### src/rtl/ivc_pkg.sv
`timescale 1ns/1ps
package ivc_pkg;
  localparam logic [2:0] MD_TERM   = 3'd0;
  localparam logic [2:0] MD_ONESHOT = 3'd1;
  localparam logic [2:0] MD_RATE   = 3'd2;
  localparam logic [2:0] MD_SQUARE = 3'd3;
  localparam logic [2:0] MD_SWSTB  = 3'd4;
  localparam logic [2:0] MD_HWSTB  = 3'd5;

  // codes above the last mode fold back onto the rate and square modes
  function automatic logic [2:0] fold_mode(input logic [2:0] code);
    return (code > MD_HWSTB) ? (code - 3'd4) : code;
  endfunction

  // modes where the gate level pauses counting
  function automatic logic gate_holds(input logic [2:0] md);
    return (md == MD_TERM) || (md == MD_SWSTB);
  endfunction

  // modes where a gate rising edge restarts the elapsed count
  function automatic logic gate_retrig(input logic [2:0] md);
    return (md == MD_ONESHOT) || (md == MD_RATE) ||
           (md == MD_SQUARE) || (md == MD_HWSTB);
  endfunction
endpackage

### src/rtl/ivc_cfg.sv
`timescale 1ns/1ps
module ivc_cfg #(
  parameter int CNT_W = 16,
  localparam int PER_W = CNT_W + 1
) (
  input  logic             clk,
  input  logic             rst,
  input  logic             load_stb,
  input  logic [CNT_W-1:0] load_val,
  input  logic [2:0]       mode_sel,
  output logic [PER_W-1:0] load_per,
  output logic [PER_W-1:0] period_q,
  output logic [2:0]       mode_q
);
  import ivc_pkg::*;

  localparam logic [PER_W-1:0] FULL_PER = {1'b1, {CNT_W{1'b0}}};

  // a zero count stands for the full range
  assign load_per = (load_val == '0) ? FULL_PER : {1'b0, load_val};

  always_ff @(posedge clk) begin
    if (rst) begin
      period_q <= FULL_PER;
      mode_q   <= MD_TERM;
    end else if (load_stb) begin
      period_q <= load_per;
      mode_q   <= fold_mode(mode_sel);
    end
  end
endmodule

### src/rtl/ivc_track.sv
`timescale 1ns/1ps
module ivc_track #(
  parameter int CNT_W = 16,
  localparam int PER_W = CNT_W + 1
) (
  input  logic             clk,
  input  logic             rst,
  input  logic             load_stb,
  input  logic [CNT_W-1:0] load_val,
  input  logic [PER_W-1:0] load_per,
  input  logic [PER_W-1:0] period_q,
  input  logic             restart,
  input  logic             step,
  output logic [CNT_W-1:0] vis_q,
  output logic [PER_W-1:0] rem_q,
  output logic             over_q,
  output logic [PER_W-1:0] ph_q,
  output logic             started_q
);
  localparam logic [PER_W-1:0] FULL_PER = {1'b1, {CNT_W{1'b0}}};

  logic ph_last;
  assign ph_last = (ph_q == (period_q - PER_W'(1)));

  always_ff @(posedge clk) begin
    if (rst) begin
      vis_q     <= '0;
      rem_q     <= FULL_PER;
      over_q    <= 1'b0;
      ph_q      <= '0;
      started_q <= 1'b0;
    end else if (load_stb) begin
      vis_q     <= load_val;
      rem_q     <= load_per;
      over_q    <= 1'b0;
      ph_q      <= '0;
      started_q <= 1'b0;
    end else if (restart) begin
      vis_q     <= CNT_W'(period_q);
      rem_q     <= period_q;
      over_q    <= 1'b0;
      ph_q      <= '0;
      started_q <= 1'b0;
    end else if (step) begin
      vis_q     <= vis_q - CNT_W'(1);
      started_q <= 1'b1;
      ph_q      <= ph_last ? '0 : (ph_q + PER_W'(1));
      if (rem_q == '0) begin
        over_q <= 1'b1;
      end else begin
        rem_q <= rem_q - PER_W'(1);
      end
    end
  end
endmodule

### src/rtl/ivc_outdec.sv
`timescale 1ns/1ps
module ivc_outdec #(
  parameter int CNT_W = 16,
  localparam int PER_W = CNT_W + 1
) (
  input  logic [2:0]       mode_q,
  input  logic [PER_W-1:0] period_q,
  input  logic [CNT_W-1:0] vis_q,
  input  logic [PER_W-1:0] rem_q,
  input  logic             over_q,
  input  logic [PER_W-1:0] ph_q,
  input  logic             started_q,
  output logic             out_d,
  output logic [CNT_W-1:0] cnt_d
);
  import ivc_pkg::*;

  logic [PER_W:0] per_x;
  logic [PER_W:0] half;
  logic [PER_W:0] dbl;
  logic [PER_W:0] twice_mod;

  always_comb begin
    per_x     = {1'b0, period_q};
    half      = (per_x + (PER_W + 1)'(1)) >> 1;
    dbl       = {ph_q, 1'b0};
    twice_mod = (dbl >= per_x) ? (dbl - per_x) : dbl;
  end

  always_comb begin
    out_d = 1'b0;
    cnt_d = vis_q;
    case (mode_q)
      MD_TERM: begin
        out_d = (rem_q == '0);
      end
      MD_ONESHOT: begin
        out_d = (rem_q != '0);
      end
      MD_RATE: begin
        out_d = (ph_q == '0) && started_q;
        cnt_d = CNT_W'(period_q - ph_q);
      end
      MD_SQUARE: begin
        out_d = ({1'b0, ph_q} < half);
        cnt_d = CNT_W'(per_x - twice_mod);
      end
      default: begin
        out_d = (rem_q == '0) && !over_q;
      end
    endcase
  end
endmodule

### src/rtl/ivc_channel.sv
`timescale 1ns/1ps
module ivc_channel #(
  parameter int CNT_W     = 16,
  parameter bit GATE_INIT = 1'b1
) (
  input  logic             clk,
  input  logic             rst,
  input  logic             tick_en,
  input  logic             gate_in,
  input  logic             load_stb,
  input  logic [CNT_W-1:0] load_val,
  input  logic [2:0]       mode_sel,
  output logic             out_q,
  output logic [CNT_W-1:0] count_q
);
  import ivc_pkg::*;

  localparam int PER_W = CNT_W + 1;

  logic             gate_prev;
  logic             gate_rise;
  logic             restart;
  logic             step;
  logic [PER_W-1:0] load_per;
  logic [PER_W-1:0] period_q;
  logic [2:0]       mode_q;
  logic [CNT_W-1:0] vis_q;
  logic [PER_W-1:0] rem_q;
  logic             over_q;
  logic [PER_W-1:0] ph_q;
  logic             started_q;
  logic             out_d;
  logic [CNT_W-1:0] cnt_d;

  always_ff @(posedge clk) begin
    if (rst) begin
      gate_prev <= GATE_INIT;
    end else begin
      gate_prev <= gate_in;
    end
  end

  assign gate_rise = gate_in && !gate_prev;
  assign restart   = gate_rise && gate_retrig(mode_q) && !load_stb;
  assign step      = tick_en && !load_stb && !restart &&
                     (!gate_holds(mode_q) || gate_in);

  ivc_cfg #(.CNT_W(CNT_W)) u_cfg (
    .clk      (clk),
    .rst      (rst),
    .load_stb (load_stb),
    .load_val (load_val),
    .mode_sel (mode_sel),
    .load_per (load_per),
    .period_q (period_q),
    .mode_q   (mode_q)
  );

  ivc_track #(.CNT_W(CNT_W)) u_track (
    .clk       (clk),
    .rst       (rst),
    .load_stb  (load_stb),
    .load_val  (load_val),
    .load_per  (load_per),
    .period_q  (period_q),
    .restart   (restart),
    .step      (step),
    .vis_q     (vis_q),
    .rem_q     (rem_q),
    .over_q    (over_q),
    .ph_q      (ph_q),
    .started_q (started_q)
  );

  ivc_outdec #(.CNT_W(CNT_W)) u_dec (
    .mode_q    (mode_q),
    .period_q  (period_q),
    .vis_q     (vis_q),
    .rem_q     (rem_q),
    .over_q    (over_q),
    .ph_q      (ph_q),
    .started_q (started_q),
    .out_d     (out_d),
    .cnt_d     (cnt_d)
  );

  always_ff @(posedge clk) begin
    if (rst) begin
      out_q   <= 1'b0;
      count_q <= '0;
    end else begin
      out_q   <= out_d;
      count_q <= cnt_d;
    end
  end
endmodule

### config.mk
export PLATFORM = sky130hd
export DESIGN_NAME = ivc_channel
export DESIGN_NICKNAME = d
export VERILOG_FILES = /design/src/rtl/ivc_pkg.sv /design/src/rtl/ivc_cfg.sv /design/src/rtl/ivc_track.sv /design/src/rtl/ivc_outdec.sv /design/src/rtl/ivc_channel.sv
export SDC_FILE = /design/constraint.sdc
export NUM_CORES = 1
export LEC_CHECK = 0
export ABC_AREA = 1
export BUFFER_PORTS_ARGS = -buffer_cell sky130_fd_sc_hd__buf_2
export CELL_PAD_IN_SITES_DETAIL_PLACEMENT = 0
export CELL_PAD_IN_SITES_GLOBAL_PLACEMENT = 1
export CORE_MARGIN = 10
export CORE_UTILIZATION = 42
export CTS_BUF_LIST = sky130_fd_sc_hd__clkbuf_4 sky130_fd_sc_hd__clkbuf_8
export CTS_CLUSTER_SIZE = 40
export DETAILED_ROUTE_END_ITERATION = 8
export PLACE_DENSITY_LB_ADDON = 0.1
export SLEW_MARGIN = 30
export SYNTH_ARGS = -nofsm -noshare
export SYNTH_HDL_FRONTEND = slang
export SYNTH_HIERARCHICAL = 1
export SYNTH_SLANG_ARGS = --single-unit
### constraint.sdc
create_clock -name clk -period 7.25 [get_ports clk]
set_clock_uncertainty 0.15 [all_clocks]
set_input_delay 1.8125 -clock clk [delete_from_list [all_inputs] [get_ports clk]]
set_output_delay 1.8125 -clock clk [all_outputs]
set_load 0.01 [all_outputs]
==> impl.org <==
** Synthesis
- The synthesized design contains 0 enable-type register cells.
- Simple-gate share of the synthesized area :: between 30% and 40%
- After Yosys synthesis, full adders, half adders and majority gates account for 8.52% of the synthesized area.
- The synthesized design contains 90 register bits.
- Share of the yosys chip area belonging to registers :: between 20% and 30%
- The number of different library cells used by synthesis comes to 55.
- Predominant post-synthesis flop cell :: sky130_fd_sc_hd__dfxtp_1
- By area, the combinational part of the netlist is dominated by simple AND/OR/NAND/NOR gates.
- Summed over all instances, the cell type with the most area after synthesis is sky130_fd_sc_hd__dfxtp_1.
- Synth area leaders :: sky130_fd_sc_hd__dfxtp_1, sky130_fd_sc_hd__nand2_1, sky130_fd_sc_hd__ha_1
- Synthesis produced a netlist with a net count of about 1400.
- The top cell type by area accounts for a little over a fifth of the synthesized area.
- The synthesized netlist devotes between 10% and 20% of its cell area to compound gates.
- Total of warnings raised by yosys :: 6
- Mapped Avg Cell Area :: around 6.3 um^2
- Counting flops with an async set or reset pin after synthesis yields a share of 0%.
- Xor-xnor portion of the synthesized cell area :: 6.37%
- Multiplexer cells account for 0% of the synthesized area.
- The cell count after synthesis came out at roughly 1300.
- In this run the cell area of the synthesized design comes to 0.00825 mm^2.

** Global route
- The number of antenna violations at the first check in global routing came to 0.
- The number of global-route vias before repair is between 7000 and 8000.
- Global-route wire length before repair :: 44.1 mm
- Maximum number of pins on one net before global-route repair :: between 40 and 50
- Global routing used between 20 and 25% of the available tracks.
- Total global routing overflow :: 0

** Timing
- The number of endpoints with negative hold slack in the final report came to 0.
- Worst slew margin :: approximately 40%
- Setup violations remaining at the end of the flow were counted as 0.
- The worst path needs about 4900 ps of the cycle, external delays included.
- Final max-slew violation count :: 0
- Worst slew pin tran :: around 900 ps
- Highest attainable clock frequency :: between 200 and 250 MHz
- Final worst-path cycle share :: 68.1%
- Setup tns final :: 0 ps
- Setup repair after global routing left no endpoint under its margin.

** Clock tree
- Number of buffers inserted for hold repair after clock tree synthesis :: 0
- Count of clock tree sinks :: 90
- Reg clk slew, reported paths :: between 100 and 150 ps
- The longest clock path from root to sink contains 2 buffers.
- The number of gates resized after CTS was 0.
- TritonCTS built the clock tree.
- Number of levels the H-tree was split into :: 3
- Clock buffer count from CTS :: 9
- The clock reaches the later pin of the worst-skew pair after roughly 380 ps.
- Once the clock tree was built, the setup fixing pass inserted 0 buffers.
- Clock Tree Root :: sky130_fd_sc_hd__clkbuf_8

** Route
- Vias per inst :: approximately 5.3
- Number of antenna-violating nets in the routed design :: 0
- Avg WL per Cell :: 17.7 um
- Total number of vias :: approximately 8500
- The first routing iteration left 818 violations.
- In the routed design, unresolved DRC markers number 0.
- Drt first pass iters :: 6
- The final layout contains routed wiring with a total length of approximately 28 mm.

** Critical path
- Worst Path Max Fanout :: 48
- Longest individual stage delay on the worst path :: roughly 690 ps
- The worst setup path is launched from an input port.
- Type of destination of the critical path :: flip-flop
- The slowest stage of the critical path is the sky130_fd_sc_hd__nor2_1 cell.
- Walking the worst path, the cells encountered are buf_2, nor2_1, nand2_1, nor2_1, nor2_1, buf_4, inv_1, nand2_2, o21ai_2, inv_2, o21ai_0, a21oi_1.
- The critical path is of the input port to flip-flop type.
- Required time worst endpoint :: ~7400 ps
- Worst Path Arrival :: 5060 ps
- Worst path most repeated cell :: sky130_fd_sc_hd__nor2_1
- The cell family contributing the most delay on the critical path is simple AND/OR/NAND/NOR gates.
- Sum of buffers and inverters on the critical path :: 4

** Pwr
- In this run, the combinational gates consume about a third of the power.
- P_leak :: slightly above 4 nW
- Internal power :: 883 uW
- Per report_power, the clock group accounts for about 28% of the total.
- Pwr/cell area :: approximately 160 mW/mm^2
- Summed over all nets, the switching power comes to roughly 550 uW.
- Per report_power, the sequential group accounts for 40.3% of the total.
- Sw Ratio :: 38.4%
- Worst vdd ir :: 103 uV

** Die
- During I/O placement, the number of pins put on the boundary was 41.
- The die covers between 0.02 and 0.03 mm^2.
- For this configuration, the core starts out at a cell density of a little over two fifths.
- Die outline width :: about 160 um
- Number of rows in the core area :: ~50
- The core region is between 0.015 and 0.02 mm^2.
- Vertical die dimension :: about 160 um

** Final layout
- Fraction of final layout cells with drive strength greater than 1 :: between 10% and 20%
- The number of antenna diodes in the final layout is 0.
- Once layout is complete, the utilization of the core stands at between 40% and 50%.
- The layout has approximately 2200 filler cells.
- Relative to the synthesized area, the layout overhead comes to 7.10%.
- Nets :: approximately 1400

** Flow run
- The tool flagged a number of max-cap violations equal to 0.

** Place
- Post-detailed-placement half-perimeter wirelength :: about 22 mm
- Routability-driven placement finished with a final weighted congestion of ~0.9.
- Port bufs :: 40

** Worst hold path
- Class of the worst hold path :: flip-flop to flip-flop

** Outcome
- Outcome :: finished clean
==> synthesized netlist by cell type (4+ instances only) <==
library cell,n
sky130_fd_sc_hd__ha_1,53
sky130_fd_sc_hd__a21o_1,5
sky130_fd_sc_hd__xnor2_1,23
sky130_fd_sc_hd__o31ai_1,4
sky130_fd_sc_hd__buf_4,4
sky130_fd_sc_hd__inv_2,10
sky130_fd_sc_hd__nor2_4,16
sky130_fd_sc_hd__buf_6,4
sky130_fd_sc_hd__xor2_1,37
sky130_fd_sc_hd__o22ai_1,5
sky130_fd_sc_hd__nor4_1,12
sky130_fd_sc_hd__nand3_1,65
sky130_fd_sc_hd__nand2_1,297
sky130_fd_sc_hd__nand3_2,4
sky130_fd_sc_hd__or2_2,13
sky130_fd_sc_hd__nand2_2,5
sky130_fd_sc_hd__nor2_1,171
sky130_fd_sc_hd__nand3b_1,4
sky130_fd_sc_hd__nand4_1,21
sky130_fd_sc_hd__nor3_1,9
sky130_fd_sc_hd__o21bai_1,4
sky130_fd_sc_hd__dfxtp_1,90
sky130_fd_sc_hd__nor2_2,16
sky130_fd_sc_hd__a31oi_1,11
sky130_fd_sc_hd__a21oi_1,94
sky130_fd_sc_hd__clkbuf_1,31
sky130_fd_sc_hd__inv_1,149
sky130_fd_sc_hd__o211ai_1,5
sky130_fd_sc_hd__o21ai_1,11
sky130_fd_sc_hd__o21ai_0,106
==> placed cells by master, fill, tap and decap left out, types with 12 or more instances in the layout <==
cell type and count:
sky130_fd_sc_hd__a21oi_1 94, sky130_fd_sc_hd__buf_2 40, sky130_fd_sc_hd__dfxtp_1 90, sky130_fd_sc_hd__ha_1 53, sky130_fd_sc_hd__inv_1 149, sky130_fd_sc_hd__nand2_1 296, sky130_fd_sc_hd__nand3_1 65, sky130_fd_sc_hd__nand4_1 21
sky130_fd_sc_hd__nor2_1 171, sky130_fd_sc_hd__nor2_2 16, sky130_fd_sc_hd__nor2_4 16, sky130_fd_sc_hd__nor4_1 12, sky130_fd_sc_hd__o21ai_0 106, sky130_fd_sc_hd__or2_2 13, sky130_fd_sc_hd__xnor2_1 23, sky130_fd_sc_hd__xor2_1 37
==> state kept, by name, indices dropped and copies added, names as in the netlist <==
register	count
u_track/rem_q	17
u_cfg/mode_q	3
u_track/ph_q	17
u_track/over_q	1
gate_prev	1
count_q	16
u_cfg/period_q	17
u_track/started_q	1
u_track/vis_q	16
out_q	1
==> worst register-to-register path: cells and delay by family, from the launching register on <==
family          cells  cell delay [ps]
flops               1              720
compound gates      5              660
simple gates       11             1500
buf+inv             5              650
fa+ha+maj           2              790
==> stage by stage <==
step,std cells,power (mW),hold WS (ps),instance area (um^2),setup slack [ps]
after floorplan,1316,0.907,287,8250,3510
final,1602,1.43,356,8840,2320
after global placement,1586,1.03,305,8610,1740
after detailed placement,1586,1.03,321,8610,1640
after CTS,1602,1.44,347,8830,2040
after global routing,1602,1.53,383,8840,2020
==> worst paths after layout <==
kind	depth (start not counted)	endpoint	from	slack, ps
max	12	u_track/rem_q[2]	load_stb	2320
min	2	u_track/over_q	u_track/over_q	360
max reg2reg	23	count_q[15]	u_cfg/period_q[11]	2670
min reg2reg	2	u_track/over_q	u_track/over_q	360
==> area by class of cell <==
type                    instances  area (um^2)  share of cell area [%]
clock buffers                   9          124                    1.40
multi-input cells            1021         5600                    63.4
flip-flops and latches         90         1800                    20.4
clock inverters                 7          100                    1.13
inverters                     160          601                    6.80
repair buffers                 50          275                    3.11
well taps                     265          332                    3.75
==> metal layers <==
layer	routed length, um	GRT usage (%)	up-vias
met3	1770	3.68	33
li1	-	-	4336
met4	620	6.18	0
met5	0	0	-
met2	12400	33.8	260
met1	13500	29.5	3890
==> cells by family (layout without fill, tap and decap cells) <==
kind of cell | count (synthesis) | after routing
XOR/XNOR | 60 | 60
adder cells (fa/ha/maj) | 55 | 55
flip-flops | 90 | 90
buffers and inverters | 205 | 226
AO/OA/AOI/OAI | 256 | 256
AND/OR/NAND/NOR | 650 | 650
==> power groups by stage <==
stage               Clock (mW)  Sequential (mW)  Combinational, mW
floorplan                    0            0.577              0.329
global placement             0            0.589              0.446
detailed placement           0            0.588              0.445
CTS                      0.413            0.577              0.447
global route             0.433            0.583              0.511
finish                   0.405            0.578              0.451
Power figures use the tool's default switching activity.
